--- src/rtl/clksyn_pkg.sv ---
package clksyn_pkg;
    localparam int OFF_STATUS   = 'h004;
    localparam int OFF_MAIN     = 'h200;
    localparam int OFF_OUT_BASE = 'h208;
    localparam int OUT_STRIDE   = 12;
    localparam int PHASE_GAP    = 4;
    localparam int OFF_TRIGGER  = 'h25C;

    localparam logic [31:0] CMD_ARM    = 32'h07;
    localparam logic [31:0] CMD_FIRE   = 32'h02;
    localparam logic [31:0] CMD_SINGLE = 32'h03;

    typedef enum logic [1:0] {
        ST_IDLE   = 2'd0,
        ST_ARMED  = 2'd1,
        ST_SETTLE = 2'd2
    } trig_state_t;

    typedef struct packed {
        logic       frac_en;
        logic [9:0] frac;
        logic [7:0] mult;
        logic [7:0] cdiv;
    } main_cfg_t;
endpackage

--- src/rtl/clksyn_trig_fsm.sv ---
module clksyn_trig_fsm
    import clksyn_pkg::*;
#(
    parameter int SETTLE_CYCLES = 64
) (
    input  logic        clk,
    input  logic        rst_n,
    input  logic        trig_wr,
    input  logic [31:0] trig_val,
    output logic        apply_o,
    output logic        lock_o
);
    localparam int CNT_W = $clog2(SETTLE_CYCLES + 1);

    trig_state_t state, state_nx;
    logic [CNT_W-1:0] cnt;

    always_ff @(posedge clk) begin
        if (!rst_n) begin
            state <= ST_IDLE;
            cnt   <= '0;
        end else begin
            state <= state_nx;
            if (apply_o)
                cnt <= CNT_W'(SETTLE_CYCLES - 1);
            else if (state == ST_SETTLE && cnt != '0)
                cnt <= cnt - 1'b1;
        end
    end

    always_comb begin
        state_nx = state;
        apply_o  = 1'b0;
        unique case (state)
            ST_IDLE: begin
                if (trig_wr && trig_val == CMD_SINGLE) begin
                    apply_o  = 1'b1;
                    state_nx = ST_SETTLE;
                end else if (trig_wr && trig_val == CMD_ARM) begin
                    state_nx = ST_ARMED;
                end
            end
            ST_ARMED: begin
                if (trig_wr) begin
                    if (trig_val == CMD_FIRE || trig_val == CMD_SINGLE) begin
                        apply_o  = 1'b1;
                        state_nx = ST_SETTLE;
                    end else if (trig_val != CMD_ARM) begin
                        state_nx = ST_IDLE;
                    end
                end
            end
            ST_SETTLE: begin
                if (cnt == '0)
                    state_nx = ST_IDLE;
            end
            default: state_nx = ST_IDLE;
        endcase
        lock_o = (state != ST_SETTLE);
    end

    // lock only falls on the edge that follows a start
    assert_lock_fall_R5: assert property (@(posedge clk) disable iff (!rst_n)
        $fell(lock_o) |-> $past(apply_o));
    // no start is issued while lock is low
    assert_no_start_unlocked_R9: assert property (@(posedge clk) disable iff (!rst_n)
        !lock_o |-> !apply_o);
    // the last settle cycle is followed by lock
    assert_relock_R8: assert property (@(posedge clk) disable iff (!rst_n)
        (state == ST_SETTLE && cnt == '0) |=> lock_o);
    // the settle count never exceeds its window
    assert_cnt_range_R8: assert property (@(posedge clk) disable iff (!rst_n)
        !lock_o |-> cnt < CNT_W'(SETTLE_CYCLES));
endmodule

--- src/rtl/clksyn_shadow_bank.sv ---
module clksyn_shadow_bank
    import clksyn_pkg::*;
#(
    parameter int NUM_OUT  = 7,
    parameter int PHASE_W  = 16,
    parameter int ADDR_W   = 12,
    parameter int DEF_MULT = 8,
    parameter int DEF_CDIV = 1,
    parameter int DEF_ODIV = 4
) (
    input  logic                       clk,
    input  logic                       rst_n,
    input  logic                       wr_en,
    input  logic [ADDR_W-1:0]          addr,
    input  logic [31:0]                wdata,
    input  logic                       apply,
    output logic [31:0]                rd_data,
    output main_cfg_t                  act_main,
    output logic [NUM_OUT*8-1:0]       act_odiv,
    output logic [9:0]                 act_ofrac,
    output logic                       act_ofrac_en,
    output logic [NUM_OUT*PHASE_W-1:0] act_phase
);
    localparam int MAIN_W = $bits(main_cfg_t);

    main_cfg_t          sh_main;
    logic [7:0]         sh_odiv  [NUM_OUT];
    logic [PHASE_W-1:0] sh_phase [NUM_OUT];
    logic [9:0]         sh_ofrac;
    logic               sh_ofrac_en;
    logic [7:0]         ac_odiv  [NUM_OUT];
    logic [PHASE_W-1:0] ac_phase [NUM_OUT];

    function automatic logic div_hit(input logic [ADDR_W-1:0] a, input int k);
        return a == ADDR_W'(OFF_OUT_BASE + OUT_STRIDE * k);
    endfunction
    function automatic logic ph_hit(input logic [ADDR_W-1:0] a, input int k);
        return a == ADDR_W'(OFF_OUT_BASE + OUT_STRIDE * k + PHASE_GAP);
    endfunction

    always_ff @(posedge clk) begin
        if (!rst_n) begin
            sh_main      <= '{frac_en: 1'b0, frac: '0, mult: 8'(DEF_MULT), cdiv: 8'(DEF_CDIV)};
            act_main     <= '{frac_en: 1'b0, frac: '0, mult: 8'(DEF_MULT), cdiv: 8'(DEF_CDIV)};
            sh_ofrac     <= '0;
            sh_ofrac_en  <= 1'b0;
            act_ofrac    <= '0;
            act_ofrac_en <= 1'b0;
            for (int k = 0; k < NUM_OUT; k++) begin
                sh_odiv[k]  <= 8'(DEF_ODIV);
                ac_odiv[k]  <= 8'(DEF_ODIV);
                sh_phase[k] <= '0;
                ac_phase[k] <= '0;
            end
        end else begin
            if (apply) begin
                act_main     <= sh_main;
                act_ofrac    <= sh_ofrac;
                act_ofrac_en <= sh_ofrac_en;
                for (int k = 0; k < NUM_OUT; k++) begin
                    ac_odiv[k]  <= sh_odiv[k];
                    ac_phase[k] <= sh_phase[k];
                end
            end
            if (wr_en) begin
                if (addr == ADDR_W'(OFF_MAIN))
                    sh_main <= wdata[MAIN_W-1:0];
                for (int k = 0; k < NUM_OUT; k++) begin
                    if (div_hit(addr, k)) begin
                        sh_odiv[k] <= wdata[7:0];
                        if (k == 0) begin
                            sh_ofrac    <= wdata[17:8];
                            sh_ofrac_en <= wdata[18];
                        end
                    end
                    if (ph_hit(addr, k))
                        sh_phase[k] <= wdata[PHASE_W-1:0];
                end
            end
        end
    end

    always_comb begin
        rd_data = '0;
        if (addr == ADDR_W'(OFF_MAIN))
            rd_data = 32'(sh_main);
        for (int k = 0; k < NUM_OUT; k++) begin
            if (div_hit(addr, k)) begin
                rd_data = {24'd0, sh_odiv[k]};
                if (k == 0)
                    rd_data = {13'd0, sh_ofrac_en, sh_ofrac, sh_odiv[0]};
            end
            if (ph_hit(addr, k))
                rd_data = 32'(sh_phase[k]);
        end
    end

    for (genvar g = 0; g < NUM_OUT; g++) begin : g_flat
        assign act_odiv[g*8 +: 8]            = ac_odiv[g];
        assign act_phase[g*PHASE_W +: PHASE_W] = ac_phase[g];
    end

    // active configuration only moves on a start
    assert_active_hold_R2: assert property (@(posedge clk) disable iff (!rst_n)
        !apply |=> $stable(act_main) && $stable(act_odiv) && $stable(act_phase));
endmodule

--- src/rtl/clksyn_cfg_regs.sv ---
module clksyn_cfg_regs
    import clksyn_pkg::*;
#(
    parameter int NUM_OUT       = 7,
    parameter int PHASE_W       = 16,
    parameter int ADDR_W        = 12,
    parameter int SETTLE_CYCLES = 64,
    parameter int DEF_MULT      = 8,
    parameter int DEF_CDIV      = 1,
    parameter int DEF_ODIV      = 4
) (
    input  logic                       clk,
    input  logic                       rst_n,
    input  logic                       bus_wr_en,
    input  logic [ADDR_W-1:0]          bus_addr,
    input  logic [31:0]                bus_wdata,
    output logic [31:0]                bus_rdata,
    output logic                       lock_o,
    output logic [7:0]                 mult_o,
    output logic [9:0]                 mult_frac_o,
    output logic                       mult_frac_en_o,
    output logic [7:0]                 cdiv_o,
    output logic [NUM_OUT*8-1:0]       odiv_o,
    output logic [9:0]                 ofrac_o,
    output logic                       ofrac_en_o,
    output logic [NUM_OUT*PHASE_W-1:0] phase_o
);
    logic                 trig_wr, apply, status_sel;
    logic [31:0]          bank_rdata;
    main_cfg_t            act_main;
    logic [NUM_OUT*8-1:0] act_odiv;

    assign trig_wr    = bus_wr_en && bus_addr == ADDR_W'(OFF_TRIGGER);
    assign status_sel = bus_addr == ADDR_W'(OFF_STATUS);

    clksyn_trig_fsm #(.SETTLE_CYCLES(SETTLE_CYCLES)) u_fsm (
        .clk(clk), .rst_n(rst_n), .trig_wr(trig_wr), .trig_val(bus_wdata),
        .apply_o(apply), .lock_o(lock_o)
    );

    clksyn_shadow_bank #(
        .NUM_OUT(NUM_OUT), .PHASE_W(PHASE_W), .ADDR_W(ADDR_W),
        .DEF_MULT(DEF_MULT), .DEF_CDIV(DEF_CDIV), .DEF_ODIV(DEF_ODIV)
    ) u_bank (
        .clk(clk), .rst_n(rst_n), .wr_en(bus_wr_en), .addr(bus_addr),
        .wdata(bus_wdata), .apply(apply), .rd_data(bank_rdata),
        .act_main(act_main), .act_odiv(act_odiv), .act_ofrac(ofrac_o),
        .act_ofrac_en(ofrac_en_o), .act_phase(phase_o)
    );

    assign bus_rdata      = status_sel ? {31'd0, lock_o} : bank_rdata;
    assign mult_o         = act_main.mult;
    assign mult_frac_o    = act_main.frac;
    assign mult_frac_en_o = act_main.frac_en;
    assign cdiv_o         = (act_main.cdiv == 8'd0) ? 8'd1 : act_main.cdiv;

    for (genvar g = 0; g < NUM_OUT; g++) begin : g_div
        assign odiv_o[g*8 +: 8] = (act_odiv[g*8 +: 8] == 8'd0) ? 8'd1 : act_odiv[g*8 +: 8];
    end

    // status word mirrors lock
    assert_status_R4: assert property (@(posedge clk) disable iff (!rst_n)
        status_sel |-> bus_rdata == {31'd0, lock_o});
    // the trigger word is write-only
    assert_trig_reads_zero_R11: assert property (@(posedge clk) disable iff (!rst_n)
        bus_addr == ADDR_W'(OFF_TRIGGER) |-> bus_rdata == 32'd0);
    // presented divides are never zero
    assert_div_nonzero_R10: assert property (@(posedge clk) disable iff (!rst_n)
        cdiv_o != 8'd0);
endmodule

--- config.mk ---
export PLATFORM = sky130hd
export DESIGN_NAME = clksyn_cfg_regs
export DESIGN_NICKNAME = d
export VERILOG_FILES = /design/src/rtl/clksyn_pkg.sv /design/src/rtl/clksyn_trig_fsm.sv /design/src/rtl/clksyn_shadow_bank.sv /design/src/rtl/clksyn_cfg_regs.sv
export SDC_FILE = /design/constraint.sdc
export NUM_CORES = 1
export LEC_CHECK = 0
export BUFFER_PORTS_ARGS = -buffer_cell sky130_fd_sc_hd__buf_2
export CAP_MARGIN = 20
export CORE_AREA = 2 2 186 188
export DETAILED_ROUTE_END_ITERATION = 12
export DIE_AREA = 0 0 188 190
export PLACE_DENSITY_LB_ADDON = 0.1
export SLEW_MARGIN = 20
export SYNTH_ARGS = -nofsm -noshare
export SYNTH_HDL_FRONTEND = slang
export SYNTH_SLANG_ARGS = --single-unit
--- constraint.sdc ---
create_clock -name clk -period 8.5 [get_ports clk]
set_clock_uncertainty 0.1 [all_clocks]
set_input_delay 0.85 -clock clk [delete_from_list [all_inputs] [get_ports clk]]
set_output_delay 0.85 -clock clk [all_outputs]
set_load 0.005 [all_outputs]
### Word level (Yosys, flattened, before mapping)

Memories as Yosys holds them, arrays and structs flattened.
Cells that the tools add are included.

* flip-flop bits (word level): 85
* RAM bits: 336
* input bits: 47
* memories: 4

Memories
* u_bank.ac_phase: depth 7, bits a word 16, rd ports 7, clocked after Yosys merged registers in 0, wr ports 7, line clksyn_shadow_bank.sv:32 `logic [PHASE_W-1:0] ac_phase [NUM_OUT];`
* u_bank.sh_phase: depth 7, bits a word 16, rd ports 7, clocked after Yosys merged registers in 0, wr ports 7, line clksyn_shadow_bank.sv:28 `logic [PHASE_W-1:0] sh_phase [NUM_OUT];`
* u_bank.ac_odiv: depth 7, bits a word 8, rd ports 7, clocked after Yosys merged registers in 0, wr ports 7, line clksyn_shadow_bank.sv:31 `logic [7:0] ac_odiv [NUM_OUT];`
* u_bank.sh_odiv: depth 7, bits a word 8, rd ports 7, clocked after Yosys merged registers in 0, wr ports 7, line clksyn_shadow_bank.sv:27 `logic [7:0] sh_odiv [NUM_OUT];`

* add/subtract/negate cells: 1
* equal/unequal tests: 28
* mux-type cells: 125
* bitwise operators: 29
* reductions and logical operators: 21

Operators with widths (number)
* $mux W27: 15
* $mux W16: 14
* $eq A12 B10 Y1 const B: 16
* $mux W8: 22
* $eq A32 B2 Y1 const B: 2
* $logic_not A8 Y1: 8
* $mux W1: 63
* $eq A32 B3 Y1 const B: 1
* $mux W32: 1
* $ne A32 B3 Y1 const B: 1
* $or A1 B1 Y1: 28
* $eq A12 B3 Y1 const B: 1
* $mux W2: 6
* $mux W6: 2
* $logic_not A7 Y1: 1
* $reduce_bool A7 Y1: 1
* $sub A7 B1 Y7 const B: 1
* $ne A3 B1 Y1 const B: 2
* $pmux W2 S3: 1
* $logic_and A1 B1 Y1: 4
* $ne A2 B2 Y1 const B: 2
* $reduce_and A2 Y1: 2
* $reduce_and A4 Y1: 1
* $eq A2 B1 Y1 const B: 1
* other kinds (8): 8

### Depth between registers and ports, before layout

* word-level depth: 17
* gate-level depth with buffers: 9

### Hierarchy

Synthesis repeated with hierarchy kept, for this count alone.

* cells, all modules: 1577
* area, all modules: 18739.2 um^2

By module, submodules not included
* clksyn_shadow_bank: instances 1, cells an instance 1392, area an instance 17409.2 um^2, seq. area each 11611.1 um^2
* clksyn_cfg_regs: instances 1, cells an instance 123, area an instance 749.5 um^2, seq. area each 0.0 um^2
* clksyn_trig_fsm: instances 1, cells an instance 62, area an instance 580.6 um^2, seq. area each 180.2 um^2

### Worst setup path after synthesis

Ideal clock, no wire load.

* path type: in2reg
* start point: input bus_addr[0]
* end point: memory u_bank.ac_odiv[0][0], enable pin
* library setup time: 535 ps
* data arrival time: 5821 ps
* setup slack: 2044 ps
* stages: 7
* path buffers: 2
* path through: clkbuf_1 -> and4bb_1 -> nand4_1 -> nor4_1 -> nand2_1 -> buf_2 -> nand2_1

RTL lines
* from (decl): line clksyn_cfg_regs.sv:15 `input logic [ADDR_W-1:0] bus_addr,`
* to (decl): line clksyn_shadow_bank.sv:31

### Worst setup path in the final report

* start point: input bus_addr[5]
* end point: output bus_rdata[6]

* word-level cells in the longest chain between the ends: 17

Ends and longest elaborated chain
* $eq A12 B10 Y1: line clksyn_shadow_bank.sv:85 `if (addr == ADDR_W'(OFF_MAIN))`
* $mux W27: line clksyn_shadow_bank.sv:85
* $mux W27: line clksyn_shadow_bank.sv:88 `if (div_hit(addr, k)) begin`
* $mux W27: line clksyn_shadow_bank.sv:93 `if (ph_hit(addr, k))`
* $mux W27: line clksyn_shadow_bank.sv:88
* $mux W27: line clksyn_shadow_bank.sv:93
* $mux W27: line clksyn_shadow_bank.sv:88
* $mux W27: line clksyn_shadow_bank.sv:93
* $mux W27: line clksyn_shadow_bank.sv:88
* $mux W27: line clksyn_shadow_bank.sv:93
* $mux W27: line clksyn_shadow_bank.sv:88
* $mux W27: line clksyn_shadow_bank.sv:93
* $mux W27: line clksyn_shadow_bank.sv:88
* $mux W27: line clksyn_shadow_bank.sv:93
* $mux W27: line clksyn_shadow_bank.sv:88
* $mux W27: line clksyn_shadow_bank.sv:93
* $mux W32 *: line clksyn_cfg_regs.sv:51 `assign bus_rdata = status_sel ? {31'd0, lock_o} : bank_rdata;`
* to (decl): line clksyn_cfg_regs.sv:17 `output logic [31:0] bus_rdata,`

Mark *: on every way between the ends. The rest lies on a longest branch, timed or not.

==> metrics.txt <==
final wirelength=between 50000 and 60000 um; grt ovf=0; syn avg cell area=between 10 and 15 um^2; Seq cells post-synth=about 420; DPL Wire Length=between 30000 and 40000 um; outcome=completed; prevailing post-synth register cell=edfxtp_1; peak supply drop=between 0.1 and 0.15 mV; pre-CTS setup slack=between 3000 and 4000 ps; commonest cells after routing, fill and taps aside=edfxtp_1, buf_2, nand2_1; Reg area=approximately 12000 um^2; final period utilization=0.576; Worst-Margin Slew=~1100 ps; Initial Utilization=0.543; largest net degree at the start of global routing=about 130; fin cells=roughly 2.3k; Max-slew headroom=0.287; vias=~14k; clock tree buffer depth=3; PortBufs=280; post-CTS sizing=0; worst min path class=reg -> reg; Site Rows=between 60 and 70; register area share after synthesis=0.640; cell area after synthesis=approximately 18000 um^2; Placed Area=between 15000 and 20000 um^2; Die X-Extent=about 190 um; drt drc=0; Synth Instances=about 1.6k; post-synth cell types=70; Max Fclk=roughly 0.20 GHz; commonest non-fill, non-tap cell in the layout=edfxtp_1; capturing element type of the critical path=output pin; CTS Sinks=between 400 and 500; crit path kind=in -> out; ANT nets after route=0; final setup violation count=0; drt pass-1 iters=5; CP Launch Type=input pin; Leakage=8.52 nW; H-tree Lvls=2; RSZ-0062 raised after global routing=no; synthesis-to-layout area growth=14.1%; Final Hold Fails=0; Worst Path Max Fanout=13; Placed Cells=~2.2k; cell area power density=206 nW/um^2; Skew-Pair Late Insertion Delay=about 550 ps; Tmin final=a little under 5000 ps; vias in the first global route=between 10k and 15k; area of the multi-input gates=roughly 5700 um^2; I/O pins=roughly 290; CTS tree=yes; Total GRT Usage=0.294; layout cells sized above 1=0.216; required time worst endpoint=between 7000 and 8000 ps; Hold WS=343 ps; Post-synth ARST share=0; Pwr Total=between 4 and 5 mW; post-DR vias/cell=roughly 6.0; Hold-fix buffers, CTS=0; setup TNS=0 ps; Root Buffer=clkbuf_16; number of synthesized flops with an enable pin=around 340; fillcell total=between 2k and 3k; design area=about 21000 um^2; placer congestion estimate=0.948; die footprint=~36000 um^2; CORE AREA=~34000 um^2; fin nets=between 1.5k and 2k; Slew Limit Fails=0; max_cap viols=0; Core Util, Final=0.619; TritonCTS Buffers=42; Setup WS post-layout=between 3000 and 4000 ps; DIE HEIGHT=~190 um; Clock transition at path regs=approximately 60 ps; first-pass GRT wire length=approximately 79000 um; Critical Path AT=3950 ps; initial antenna violation count=2; yosys warns=0; postcts setup bufs=0; DRT iter0 DRCs=~1.5k; WL/cell=23.6 um
-- layer usage --
layer  vias up  wire (um)  global-route usage  share of wire
met4         0       1370              0.0803          0.026
met3        86       5600              0.0618           0.10
met1      6524      22500               0.424           0.42
met2       792      24000               0.454           0.45
li1       6100          -                   -              -
met5         -          0                   0              0
-- critical path, cell delays in order --
cell,delay (ps)
buf_2,260
nor4b_2,880
buf_4,300
nand2_1,90
nor3_2,410
a222oi_1,230
o311ai_1,490
nor3b_2,280
buf_2,140
-- cells in the mapped netlist, drive strengths merged, types with 3 or more instances --
cell type | instances | area share
a22o | 6 | 0.0029
or3 | 3 | 0.0010
o311ai | 3 | 0.0014
edfxtp | 336 | 0.55
and4bb | 3 | 0.0020
a21boi | 78 | 0.032
mux2 | 10 | 0.0061
mux2i | 11 | 0.0060
a32oi | 7 | 0.0033
inv | 24 | 0.0049
a32o | 3 | 0.0016
o221ai | 4 | 0.0019
nor4b | 8 | 0.0071
o21a | 5 | 0.0020
nor3 | 20 | 0.0057
clkbuf | 125 | 0.025
and2 | 41 | 0.014
nand2 | 207 | 0.042
a21oi | 29 | 0.0079
nand3 | 46 | 0.013
a21o | 11 | 0.0045
and3 | 144 | 0.049
a211oi | 6 | 0.0024
nor4 | 20 | 0.0079
a221oi | 3 | 0.0014
dfxtp | 85 | 0.092
a222oi | 5 | 0.0027
a22oi | 18 | 0.0073
o211ai | 6 | 0.0024
nor3b | 8 | 0.0041
nor2 | 179 | 0.037
o22ai | 16 | 0.0054
xnor2 | 4 | 0.0019
o21ai | 35 | 0.0095
nand4 | 13 | 0.0044
nand2b | 11 | 0.0037
buf | 68 | 0.023
-- final timing paths --
kind,from,cells after the start,end,slack (ps)
worst min register to register,u_bank.act_main[14],2,u_bank.act_main[14],340
worst min-delay path,u_bank.act_main[14],2,u_bank.act_main[14],340
worst max register to register,u_fsm.state[0],5,u_bank.ac_phase[0][18],5830
worst max-delay path,bus_addr[5],9,bus_rdata[6],3600
-- sequential cells by signal, summed over array words and instances (netlist names) --
| register | cells |
|---|---|
| u_fsm.state | 2 |
| u_bank.act_main | 27 |
| u_bank.sh_phase | 112 |
| u_bank.ac_odiv | 56 |
| u_bank.sh_ofrac | 10 |
| u_bank.sh_ofrac_en | 1 |
| u_bank.sh_odiv | 56 |
| u_fsm.cnt | 7 |
| u_bank.act_ofrac | 10 |
| u_bank.sh_main | 27 |
| u_bank.act_ofrac_en | 1 |
| u_bank.ac_phase | 112 |
-- report_power, final --
group	switching, mW	internal (mW)
combinational	0.137	0.0558
clock	0.775	1.02
sequential	0.0514	2.29
-- area by class of cell --
| cell class | count | share of cell area |
|---|---|---|
| sequential | 421 | 0.561 |
| antenna | 2 | 0.000238 |
| inverter | 24 | 0.00429 |
| clock buffer | 56 | 0.0569 |
| tap | 455 | 0.0271 |
| multi-input combinational | 994 | 0.271 |
| clock inverter | 17 | 0.00637 |
| timing repair buffer | 297 | 0.0733 |
-- cells by family (layout without fill, tap and decap cells) --
| group | Yosys count | after routing | share of synthesized area |
|---|---|---|---|
| AO/OA/AOI/OAI | 248 | 248 | 0.0950 |
| XOR/XNOR | 6 | 6 | 0.00285 |
| adder cells (fa/ha/maj) | 2 | 2 | 0.00136 |
| buffers and inverters | 217 | 394 | 0.0535 |
| flip-flops | 421 | 421 | 0.640 |
| multiplexers | 21 | 21 | 0.0121 |
| other | 1 | 7 | 0.000204 |
| AND/OR/NAND/NOR | 712 | 712 | 0.195 |
Note: power is estimated with default switching activity, not from simulation.
